`config.mk`:
```
export PLATFORM = sky130hd
export DESIGN_NAME = tap_walker
export DESIGN_NICKNAME = d
export VERILOG_FILES = /design/src/rtl/tap_walker_pkg.sv /design/src/rtl/tap_tck_engine.sv /design/src/rtl/tap_track.sv /design/src/rtl/tap_seq.sv /design/src/rtl/tap_walker.sv
export SDC_FILE = /design/constraint.sdc
export NUM_CORES = 1
export LEC_CHECK = 0
export ABC_AREA = 1
export BUFFER_PORTS_ARGS = -buffer_cell sky130_fd_sc_hd__buf_2
export CAP_MARGIN = 10
export CORE_ASPECT_RATIO = 2
export CORE_MARGIN = 2
export CORE_UTILIZATION = 55
export CTS_CLUSTER_SIZE = 24
export DETAILED_ROUTE_END_ITERATION = 8
export GPL_ROUTABILITY_DRIVEN = 0
export GPL_TIMING_DRIVEN = 0
export PLACE_DENSITY = 0.74
export SLEW_MARGIN = 15
export SYNTH_ARGS = -nofsm -noshare
export SYNTH_HDL_FRONTEND = slang
export SYNTH_SLANG_ARGS = --single-unit
```
`constraint.sdc`:
```
create_clock -name clk -period 1.65 [get_ports clk]
set_clock_uncertainty 0.05 [all_clocks]
set_input_delay 0.165 -clock clk [delete_from_list [all_inputs] [get_ports clk]]
set_output_delay 0.165 -clock clk [all_outputs]
set_load 0.1 [all_outputs]
```
`src/rtl/tap_walker_pkg.sv`:
```
`timescale 1ns/1ps
package tap_walker_pkg;

  // Code order matters: it indexes the rows and bits of the step table.
  typedef enum logic [3:0] {
    TS_RESET, TS_IDLE, TS_DSEL, TS_DCAP, TS_DSHF, TS_DEX1, TS_DPAU, TS_DEX2,
    TS_DUPD,  TS_ISEL, TS_ICAP, TS_ISHF, TS_IEX1, TS_IPAU, TS_IEX2, TS_IUPD
  } tap_st_e;

  // Standard TAP controller transition for one TCK.
  function automatic tap_st_e tap_next(tap_st_e s, logic tms);
    tap_st_e n;
    case (s)
      TS_RESET: n = tms ? TS_RESET : TS_IDLE;
      TS_IDLE:  n = tms ? TS_DSEL  : TS_IDLE;
      TS_DSEL:  n = tms ? TS_ISEL  : TS_DCAP;
      TS_DCAP:  n = tms ? TS_DEX1  : TS_DSHF;
      TS_DSHF:  n = tms ? TS_DEX1  : TS_DSHF;
      TS_DEX1:  n = tms ? TS_DUPD  : TS_DPAU;
      TS_DPAU:  n = tms ? TS_DEX2  : TS_DPAU;
      TS_DEX2:  n = tms ? TS_DUPD  : TS_DSHF;
      TS_DUPD:  n = tms ? TS_DSEL  : TS_IDLE;
      TS_ISEL:  n = tms ? TS_RESET : TS_ICAP;
      TS_ICAP:  n = tms ? TS_IEX1  : TS_ISHF;
      TS_ISHF:  n = tms ? TS_IEX1  : TS_ISHF;
      TS_IEX1:  n = tms ? TS_IUPD  : TS_IPAU;
      TS_IPAU:  n = tms ? TS_IEX2  : TS_IPAU;
      TS_IEX2:  n = tms ? TS_IUPD  : TS_ISHF;
      default:  n = tms ? TS_DSEL  : TS_IDLE;
    endcase
    return n;
  endfunction

  // One row per current state; bit t = TMS for the next step toward t.
  function automatic logic [15:0] steer_row(tap_st_e s);
    logic [15:0] r;
    case (s)
      TS_RESET: r = 16'h0001;
      TS_IDLE:  r = 16'hFFFD;
      TS_DSEL:  r = 16'hFE01;
      TS_DCAP:  r = 16'hFFE7;
      TS_DSHF:  r = 16'hFFEF;
      TS_DEX1:  r = 16'hFF0F;
      TS_DPAU:  r = 16'hFFBF;
      TS_DEX2:  r = 16'hFFFF;
      TS_DUPD:  r = 16'hFEFD;
      TS_ISEL:  r = 16'h0001;
      TS_ICAP:  r = 16'hF3FF;
      TS_ISHF:  r = 16'hF7FF;
      TS_IEX1:  r = 16'h87FF;
      TS_IPAU:  r = 16'hDFFF;
      TS_IEX2:  r = 16'hFFFF;
      default:  r = 16'h7FFD;
    endcase
    return r;
  endfunction

  // States that loop on TMS low and get one extra clock on a same-state go-to.
  function automatic logic holds_low(tap_st_e s);
    return (s == TS_IDLE) || (s == TS_DSHF) || (s == TS_DPAU) ||
           (s == TS_ISHF) || (s == TS_IPAU);
  endfunction

endpackage

```
`src/rtl/tap_tck_engine.sv`:
```
`timescale 1ns/1ps
module tap_tck_engine #(
  parameter int HALF_DIV = 2
) (
  input  logic clk,
  input  logic rst_n,
  input  logic bit_go,
  input  logic bit_tms,
  output logic tck,
  output logic tms,
  output logic bit_busy,
  output logic bit_end
);
  localparam int CW = (HALF_DIV > 1) ? $clog2(HALF_DIV) : 1;
  localparam logic [CW-1:0] LAST = CW'(HALF_DIV - 1);

  typedef enum logic [1:0] {PH_OFF, PH_LOW, PH_HIGH} phase_e;
  phase_e ph;
  logic [CW-1:0] cnt;

  always_ff @(posedge clk or negedge rst_n) begin
    if (!rst_n) begin
      ph      <= PH_OFF;
      cnt     <= '0;
      tck     <= 1'b0;
      tms     <= 1'b0;
      bit_end <= 1'b0;
    end else begin
      bit_end <= 1'b0;
      case (ph)
        PH_OFF: if (bit_go) begin
          tms <= bit_tms;
          ph  <= PH_LOW;
          cnt <= '0;
        end
        PH_LOW: if (cnt == LAST) begin
          tck <= 1'b1;
          ph  <= PH_HIGH;
          cnt <= '0;
        end else cnt <= cnt + 1'b1;
        default: if (cnt == LAST) begin
          tck     <= 1'b0;
          bit_end <= 1'b1;
          ph      <= PH_OFF;
          cnt     <= '0;
        end else cnt <= cnt + 1'b1;
      endcase
    end
  end

  assign bit_busy = (ph != PH_OFF);

  // TMS may only move while TCK is, and was, low.
  assert_tms_setup_R10: assert property (@(posedge clk) disable iff (!rst_n)
    !$stable(tms) |-> (!tck && !$past(tck)));
endmodule

```
`src/rtl/tap_track.sv`:
```
`timescale 1ns/1ps
module tap_track
  import tap_walker_pkg::*;
(
  input  logic    clk,
  input  logic    rst_n,
  input  logic    step,
  input  logic    step_tms,
  input  logic    mark_known,
  output tap_st_e cur,
  output logic    known
);
  always_ff @(posedge clk or negedge rst_n) begin
    if (!rst_n) begin
      cur   <= TS_RESET;
      known <= 1'b0;
    end else begin
      if (step)       cur   <= tap_next(cur, step_tms);
      if (mark_known) known <= 1'b1;
    end
  end

  // The resync burst must leave the copy in Run-Test/Idle.
  assert_sync_idle_R1: assert property (@(posedge clk) disable iff (!rst_n)
    $rose(known) |-> (cur == TS_IDLE));
endmodule

```
`src/rtl/tap_seq.sv`:
```
`timescale 1ns/1ps
module tap_seq
  import tap_walker_pkg::*;
#(
  parameter int MAX_STEPS = 9,
  parameter int CYC_W     = 16
) (
  input  logic             clk,
  input  logic             rst_n,
  input  logic             cmd_valid,
  input  logic             cmd_wait,
  input  logic [3:0]       cmd_target,
  input  logic [CYC_W-1:0] cmd_cycles,
  input  tap_st_e          cur,
  input  logic             known,
  input  logic             bit_end,
  input  logic             bit_busy,
  input  logic             tck,
  output logic             bit_go,
  output logic             bit_tms,
  output logic             mark_known,
  output logic             busy,
  output logic             done,
  output logic             err
);
  localparam int SW = $clog2(MAX_STEPS + 1);
  localparam logic [SW-1:0] STEP_CAP = SW'(MAX_STEPS);
  localparam logic [2:0] SYNC_LAST = 3'd5;

  typedef enum logic [2:0] {
    F_IDLE, F_SYNC, F_SYNC_W, F_CHECK, F_ROUTE, F_ROUTE_W, F_LOOP, F_LOOP_W
  } fsm_e;
  fsm_e fsm;
  logic             fin;
  tap_st_e          tgt;
  logic             is_wait;
  logic [CYC_W-1:0] cyc;
  logic [CYC_W-1:0] left;
  logic             ltms;
  logic [SW-1:0]    steps;
  logic [2:0]       sync_cnt;
  logic [15:0]      row_cur;
  logic             at_tgt;

  assign row_cur = steer_row(cur);
  assign at_tgt  = (cur == tgt);

  always_ff @(posedge clk or negedge rst_n) begin
    if (!rst_n) begin
      fsm <= F_IDLE; fin <= 1'b0; tgt <= TS_RESET; is_wait <= 1'b0;
      cyc <= '0; left <= '0; ltms <= 1'b0; steps <= '0; sync_cnt <= '0;
      err <= 1'b0;
    end else begin
      fin <= 1'b0;
      case (fsm)
        F_IDLE: if (cmd_valid && !fin) begin
          tgt      <= tap_st_e'(cmd_target);
          is_wait  <= cmd_wait;
          cyc      <= cmd_cycles;
          err      <= 1'b0;
          sync_cnt <= '0;
          fsm      <= known ? F_CHECK : F_SYNC;
        end
        F_SYNC: fsm <= F_SYNC_W;
        F_SYNC_W: if (bit_end) begin
          if (sync_cnt == SYNC_LAST) fsm <= F_CHECK;
          else begin sync_cnt <= sync_cnt + 1'b1; fsm <= F_SYNC; end
        end
        F_CHECK: begin
          steps <= '0;
          if (!at_tgt) fsm <= F_ROUTE;
          else begin
            fsm <= F_LOOP;
            if (is_wait) begin
              left <= cyc; ltms <= (tgt == TS_RESET);
            end else if (holds_low(tgt)) begin
              left <= CYC_W'(1); ltms <= 1'b0;
            end else if (tgt == TS_RESET) begin
              left <= CYC_W'(1); ltms <= 1'b1;
            end else left <= '0;
          end
        end
        F_ROUTE: begin
          if (at_tgt) begin
            left <= is_wait ? cyc : '0;
            ltms <= (tgt == TS_RESET);
            fsm  <= F_LOOP;
          end else if (steps == STEP_CAP) begin
            err <= 1'b1;
            fin <= 1'b1;
            fsm <= F_IDLE;
          end else fsm <= F_ROUTE_W;
        end
        F_ROUTE_W: if (bit_end) begin steps <= steps + 1'b1; fsm <= F_ROUTE; end
        F_LOOP: begin
          if (left == '0) begin fin <= 1'b1; fsm <= F_IDLE; end
          else fsm <= F_LOOP_W;
        end
        default: if (bit_end) begin left <= left - 1'b1; fsm <= F_LOOP; end
      endcase
    end
  end

  always_comb begin
    bit_go  = 1'b0;
    bit_tms = 1'b0;
    case (fsm)
      F_SYNC:  begin bit_go = 1'b1; bit_tms = (sync_cnt != SYNC_LAST); end
      F_ROUTE: begin
        bit_go  = !at_tgt && (steps != STEP_CAP);
        bit_tms = row_cur[tgt];
      end
      F_LOOP:  begin bit_go = (left != '0); bit_tms = ltms; end
      default: ;
    endcase
  end

  assign mark_known = (fsm == F_SYNC_W) && bit_end && (sync_cnt == SYNC_LAST);
  assign done       = fin;
  assign busy       = (fsm != F_IDLE) || fin;

  assert_done_pulse_R11: assert property (@(posedge clk) disable iff (!rst_n)
    done |=> !done);
  assert_tck_in_cmd_R11: assert property (@(posedge clk) disable iff (!rst_n)
    tck |-> busy);
  assert_step_cap_R4: assert property (@(posedge clk) disable iff (!rst_n)
    (fsm == F_ROUTE_W) |-> (steps < STEP_CAP));
  assert_go_when_free_R10: assert property (@(posedge clk) disable iff (!rst_n)
    bit_go |-> !bit_busy);
endmodule

```
`src/rtl/tap_walker.sv`:
```
`timescale 1ns/1ps
module tap_walker
  import tap_walker_pkg::*;
#(
  parameter int HALF_DIV  = 2,
  parameter int MAX_STEPS = 9,
  parameter int CYC_W     = 16
) (
  input  logic             clk,
  input  logic             rst_n,
  input  logic             cmd_valid,
  input  logic             cmd_wait,
  input  logic [3:0]       cmd_target,
  input  logic [CYC_W-1:0] cmd_cycles,
  output logic             busy,
  output logic             done,
  output logic             err,
  output logic             tck,
  output logic             tms,
  output logic             tdi
);
  tap_st_e cur;
  logic known, bit_go, bit_tms, bit_busy, bit_end, mark_known;

  tap_tck_engine #(.HALF_DIV(HALF_DIV)) u_eng (
    .clk(clk), .rst_n(rst_n), .bit_go(bit_go), .bit_tms(bit_tms),
    .tck(tck), .tms(tms), .bit_busy(bit_busy), .bit_end(bit_end)
  );

  tap_track u_track (
    .clk(clk), .rst_n(rst_n), .step(bit_end), .step_tms(tms),
    .mark_known(mark_known), .cur(cur), .known(known)
  );

  tap_seq #(.MAX_STEPS(MAX_STEPS), .CYC_W(CYC_W)) u_seq (
    .clk(clk), .rst_n(rst_n), .cmd_valid(cmd_valid), .cmd_wait(cmd_wait),
    .cmd_target(cmd_target), .cmd_cycles(cmd_cycles), .cur(cur),
    .known(known), .bit_end(bit_end), .bit_busy(bit_busy), .tck(tck),
    .bit_go(bit_go), .bit_tms(bit_tms), .mark_known(mark_known),
    .busy(busy), .done(done), .err(err)
  );

  assign tdi = 1'b0;
endmodule

```
==> metrics.txt, run 1 <==
outcome=finished, violations left; failing checks=setup timing; 1st-pass router iterations=6; Hold Path Class=in -> reg; crit-path max FO=8; r2r setup slk=-0.09 ns; final max-slew violation count=0; grt ovf=0; Critical Path Start Type=register; area grow syn2layout=44.44%; Die H=121.9 um; period utilization=105.7%; Hold Path Origin=cmd_cycles[9]; Place WS=-0.2484 ns; DR vias=4182; clk sink count=61; Post-synth ARST share=100.0%; Clk Latency, worst-skew pair=0.34 ns; Worst Setup End Kind=register; clk slew on worst S/H paths=0.05 ns; cell count after synthesis=544; max frequency=573.3 MHz; Post-synth EDFFs=0; Starting DRT DRC Count=422; worst setup margin=-0.09426 ns; num rows=43; die area=0.007676 sq mm; min Tclk post-route=1.744 ns; per-cell routed wire length=16.24 um; RSZ-0062 raised after global routing=true; post-synth cell types=34; Least-Margin Pin Slew=0.7852 ns; # port buffers=28; layout cells sized above 1=36.81%; area of the mapped netlist=0.003824 sq mm; Max-Cap Viols=0; Leak=2.716 nW; worst IR drop on VDD=0.0007616 V; num ports=30; slew margin rel.=47.65%; DR DRC count=0; vias per cell=5.636; Post-DRT Antenna Nets=0; Crit Path Class=reg -> reg; Worst Reg-to-Reg Cells=10; worst path arrival time=1.91 ns; sequential area share after synthesis=39.92%; Total Routing Usage GR=27.14%; Syn Nets=580; final hold violation count=0; design area=0.005523 sq mm; CTS Buf Count=9; # setup viols final=43; Final nets=683; Crit. Startpoint=u_seq.fsm[2]; final total power=3.312 mW; RR Endpoint=u_seq.fsm[1]; Hold Path Sink=u_seq.cyc[9]; Synth Area per Inst=7.029 sq um; CTS max path bufs=2; HPWL Detailed=6450 um; core area=0.006833 sq mm; main flop type after synthesis=dfrtp_1; CTS tree=yes; final wirelength=12050 um; Die X=62.96 um; H-tree Lvls=3; initial antenna violation count=0; vias in the first global route=3640; PwrDens=599.7 mW/mm^2; Root Buffer=clkbuf_16; CP required=1.81 ns; Hold Slack=0.001214 ns; global-route wire length before repair=16340 um; n_diodes=0; number of synthesized register bits=61; largest net degree at the start of global routing=62; Yosys Warn Count=0; fill cell count=435; final setup TNS=-1.785 ns; reg-to-reg critical path startpoint=u_seq.fsm[2]; initial core utilization=55.96%; hold depth=3; Post-DP Area=0.004086 sq mm
==> power breakdown <==
| group | leakage [nW] | internal, mW | switching (mW) |
|---|---|---|---|
| logic | 1.92 | 0.0465 | 0.0589 |
| clock network | 0.136 | 1.05 | 0.659 |
| registers | 0.663 | 1.50 | 0 |
==> per-layer routing <==
layer	track usage, %	wire length (um)	vias to the layer above
met5	0	0	-
met4	15.00	520	0
met3	6.187	782	54
met2	43.55	6244	215
met1	33.60	4502	1939
li1	-	-	1974
==> area by class of cell <==
cell class / instances / area (sq um) / area share [%]
Tap cell: 90 / 112.6 / 2.039
Multi-Input combinational cell: 401 / 2399 / 43.43
Sequential cell: 61 / 1540 / 27.89
Clock buffer: 12 / 246.5 / 4.463
Inverter: 66 / 282.8 / 5.120
Buffer: 16 / 182.7 / 3.308
Timing Repair Buffer: 92 / 735.7 / 13.32
Clock inverter: 4 / 23.77 / 0.4304
==> critical path, cell delays in order, from the launching register on <==
cell and delay, ns:
dfrtp_2 0.46, buf_4 0.16, nand2_4 0.08, nor2_4 0.04
inv_2 0.09, nand2_4 0.12, nand3_4 0.15, buf_4 0.14
nand4_1 0.10, o21ai_0 0.16, o21ai_0 0.09
==> cells by family after synthesis <==
group / Yosys count / share of synthesized area [%]
other cells: 1 / 0.09807
buf+inv: 83 / 9.359
xor+xnor: 5 / 1.145
simple gates: 272 / 30.01
fa+ha+maj: 12 / 3.927
compound gates: 110 / 15.54
flops: 61 / 39.92
==> cell usage after synthesis (all sizes together), types with 3 or more instances <==
cell / number / area (sq um)
a21oi: 23 / 115.1
a31oi: 5 / 31.28
buf: 15 / 102.6
dfrtp: 61 / 1526
ha: 12 / 150.1
inv: 66 / 247.7
nand2: 159 / 611.8
nand3: 29 / 157.7
nand4: 4 / 25.02
nor2: 68 / 287.8
nor3: 9 / 45.04
o21ai: 68 / 340.3
o22ai: 4 / 25.02
xor2: 3 / 26.28
==> worst max path at each step <==
stage / endpoint / slack [ns] / cells past startpoint
finish: u_seq.fsm[1] / -0.09 / 10
global route: u_seq.left[0] / -0.18 / 10
CTS: u_track.cur[1] / -0.03 / 11
detailed placement: u_track.cur[1] / -0.25 / 10
global placement: u_eng.tms / -0.27 / 11
floorplan: u_track.cur[1] / -0.04 / 8
==> registers in the layout, summed over array words and instances (netlist names), 2 cells and up <==
| name | flops |
|---|---|
| u_eng.ph | 2 |
| u_seq.cyc | 16 |
| u_seq.fsm | 3 |
| u_seq.tgt | 4 |
| u_track.cur | 4 |
| u_seq.sync_cnt | 3 |
| u_seq.left | 16 |
| u_seq.steps | 4 |
==> per-stage QoR <==
stage | utilization (%) | instances
5_1_grt | 80.83 | 742
3_3_place_gp | 59.77 | 662
3_5_place_dp | 59.81 | 662
6_report | 80.83 | 742
2_1_floorplan | - | 544
4_1_cts | 69.68 | 709
==> cell usage in the layout, fill, tap and decap left out, drive strengths merged <==
cell         netlist  layout
nand3             29      29
and3               2       2
nor2              68      68
clkinv             0       5
dfrtp             61      61
xor2               3       3
o22ai              4       4
xnor2              2       2
a21oi             23      23
o31ai              1       1
nand4              4       4
dlygate4sd3        0      16
inv               66      65
nand2            159     160
o32ai              1       1
o211ai             2       2
nand3b             1       1
a31oi              5       5
clkbuf             2      16
o21bai             1       1
o22a               2       2
ha                12      12
a22o               1       1
o21ai             68      68
o2111ai            2       2
conb               1       1
buf               15      88
nor3               9       9
==> what timing repair did <==
action / 4_1_cts / 5_1_grt
resized for setup: 44 / 170
hold buffers: 16 / 0
setup endpoints to repair: 48 / 54
buffers inserted: 15 / 31
pin swaps: 12 / 38
gates cloned: 1 / 3
hold endpoints to repair: 76 / 0
Power figures use the tool's default switching activity.
==> run 2: changes to the inputs <==
Settings changed: BUFFER_PORTS_ARGS -buffer_cell sky130_fd_sc_hd__buf_2 to -buffer_cell sky130_fd_sc_hd__buf_4.
==> run 2 against run 1 <==
Effect of this change:
- the run ends with hold timing, setup timing left
- critical path type unchanged
- sequential cell count did not move
- sequential power barely moved
- critical endpoint is now u_seq.cyc[7]
- wire length fell by 2.4%
- highest routed layer unchanged
- worst hold slack got worse by 0.011 ns
- setup slack got worse by 0.050 ns
- global-route usage rose by 0.57 points
- register-to-register slack got worse by 0.05 ns
- power rose by 2.9%
- clock-buffer cell count fell by 1
- cell count fell by 1.8%
==> metrics.txt, run 2 (synthesis gave the netlist of run 1 again) <==
Root Buffer=clkbuf_16; largest net degree at the start of global routing=62 (unchanged); fill cell count=470 (+8.0%); worst path arrival time=2.01 ns (+0.10 ns); # setup viols final=44 (+2.3%); Internal Power=2.701 mW (+4.1%); final max-slew violation count=0 (unchanged); initial core utilization=55.96% (unchanged); vias per cell=5.609 (-0.48%); Starting DRT DRC Count=386 (-8.5%); slew margin rel.=47.95% (+0.30 points); grt ovf=0 (unchanged); area grow syn2layout=40.77%; most common library cell in the layout ignoring fill and taps=nand2_1; Top Registers=u_seq.cyc (16), u_seq.left (16); worst path cell trace=inv_2, ha_4, nand2_2, inv_2, nand2_2, nand2_2, nor2_4, inv_2, nor2_4, buf_6, buf_8, nand2_2, o21ai_1; NetSw=0.7078 mW (-1.3%); outcome=finished, violations left; period utilization=108.8% (+3.0 points); Total Routing Usage GR=27.71% (+0.57 points); max frequency=557.3 MHz (-2.8%); Die H=121.9 um (unchanged); CP top delay family=simple AND/OR/NAND/NOR gates; Crit Path Class=reg -> reg; initial antenna violation count=0 (unchanged); Final nets=673 (-1.5%); global-route wire length before repair=16570 um (+1.4%); CTS max path bufs=2 (unchanged); Leak=2.613 nW (-3.8%); vias in the first global route=3636 (-0.11%); most frequent cells in the layout=132 x nand2_1, 59 x buf_4, 55 x dfrtp_1; most used cell, CP=nand2_2; core area=0.006833 sq mm (unchanged); num ports=30 (unchanged); RSZ-0062 raised after global routing=true; Worst Setup End Kind=register; min Tclk post-route=1.795 ns (+0.05026 ns); H-tree Lvls=3 (unchanged); Hold Slack=-0.009534 ns (-0.01075 ns); num rows=43 (unchanged); final setup TNS=-3.427 ns (-1.643 ns); delay of the slowest critical-path stage=0.37 ns (-0.09 ns); Clk Latency, worst-skew pair=0.34 ns (about the same); failing checks=hold timing, setup timing; CTS Buf Count=9 (unchanged); CTS tree=yes; Critical Path Start Type=register; sequential share of power=44.0% (-1.2 points); 1st-pass router iterations=6 (unchanged); DR vias=4089 (-2.2%); CP required=1.86 ns (+0.05 ns); HPWL Detailed=6550 um (+1.5%); final hold violation count=4 (+4); worst setup margin=-0.1445 ns (-0.05026 ns); CP bufs+invs=5 (+2); clk slew on worst S/H paths=0.05 ns (about the same); layout cells sized above 1=31.92% (-4.9 points); combinational power share=3.4% (+0.2 points); die area=0.007676 sq mm (unchanged); worst IR drop on VDD=0.0008537 V (+12%); final wirelength=11760 um (-2.4%); DR DRC count=0 (unchanged); Post-DRT Antenna Nets=0 (unchanged); Least-Margin Pin Slew=0.7807 ns (-0.004502 ns); clock share of power=52.6% (+1.0 points); n_diodes=0 (unchanged); Die X=62.96 um (unchanged); Sw Ratio=20.77% (-0.90 points); clk sink count=61 (unchanged); crit-path max FO=6 (-2); Max-Cap Viols=0 (unchanged); Hold Path Class=in -> reg; PwrDens=633.3 mW/mm^2 (+5.6%); per-cell routed wire length=16.14 um (-0.63%); # port buffers=28 (unchanged); slowest library cell on the worst path=dfrtp_1; Place WS=-0.2857 ns (-0.03738 ns)
[run 2: changes by cell type in the layout (fill, tap and decap cells not counted), sizes merged]
cell      delta
buf          -9
clkinv       -3
clkbuf       -2
bufinv       +1
clkinvlp     +1
inv          -1
[run 2: what timing repair did]
action	4_1_cts	5_1_grt
buffers inserted	21	12
cloned	1	5
hold buffers	14	2
endpoints found under the setup margin	50	52
resized for setup	59	105
endpoints found under the hold margin	74	2
pin swaps	18	26
[run 2: metal layers]
| layer | routed length, um | GRT usage [%] | vias to the layer above |
|---|---|---|---|
| met1 | 4593 | 33.35 | 1923 |
| met2 | 6001 | 46.74 | 172 |
| met5 | 0 | 0 | - |
| li1 | - | - | 1938 |
| met4 | 546 | 16.53 | 0 |
| met3 | 622 | 3.786 | 56 |
[run 2: final cells by class]
type | count | area, sq um | area share, %
inverters | 66 | 282.8 | 5.253
flip-flops and latches | 61 | 1536 | 28.54
multi-input cells | 401 | 2306 | 42.84
clock inverters | 2 | 37.54 | 0.6974
plain buffers | 16 | 150.1 | 2.789
well taps | 90 | 112.6 | 2.092
clock buffers | 11 | 232.7 | 4.324
repair buffers | 82 | 724.4 | 13.46
[run 2: power by group through the flow]
stage / combinational, mW / sequential [mW] / clock (mW)
floorplan: 0.0122 / 1.52 / 0
global placement: 0.0833 / 1.52 / 0
detailed placement: 0.0837 / 1.52 / 0
CTS: 0.110 / 1.50 / 1.79
global route: 0.128 / 1.50 / 1.85
finish: 0.117 / 1.50 / 1.79
[run 2: tightest hold or removal path: stages]
cell and delay [ns]:
buf_4 0.08, nand2_2 0.05, o21ai_2 0.05
[run 2: path summary, 6_finish.rpt]
kind	startpoint	endpoint	slack (ns)	cells past startpoint
max in group asynchronous	rst_n	u_eng.tms	0.58	2
min in group asynchronous	rst_n	u_eng.tms	0.40	2
setup reg to reg	u_seq.sync_cnt[1]	u_seq.cyc[7]	-0.14	13
hold reg to reg	u_track.known	u_track.known	0.43	1
setup / recovery	u_seq.sync_cnt[1]	u_seq.cyc[7]	-0.14	13
hold / removal	cmd_cycles[0]	u_seq.cyc[0]	-0.01	3
[run 2: metrics by stage]
stage               power, mW  util [%]  instance area [sq um]  std cells
floorplan               1.536         -                   3831        544
global placement        1.607     60.79                   4154        662
detailed placement      1.607     60.79                   4154        662
CTS                     3.403     71.86                   4910        710
global route            3.479     78.78                   5383        729
finish                  3.409     78.78                   5383        729
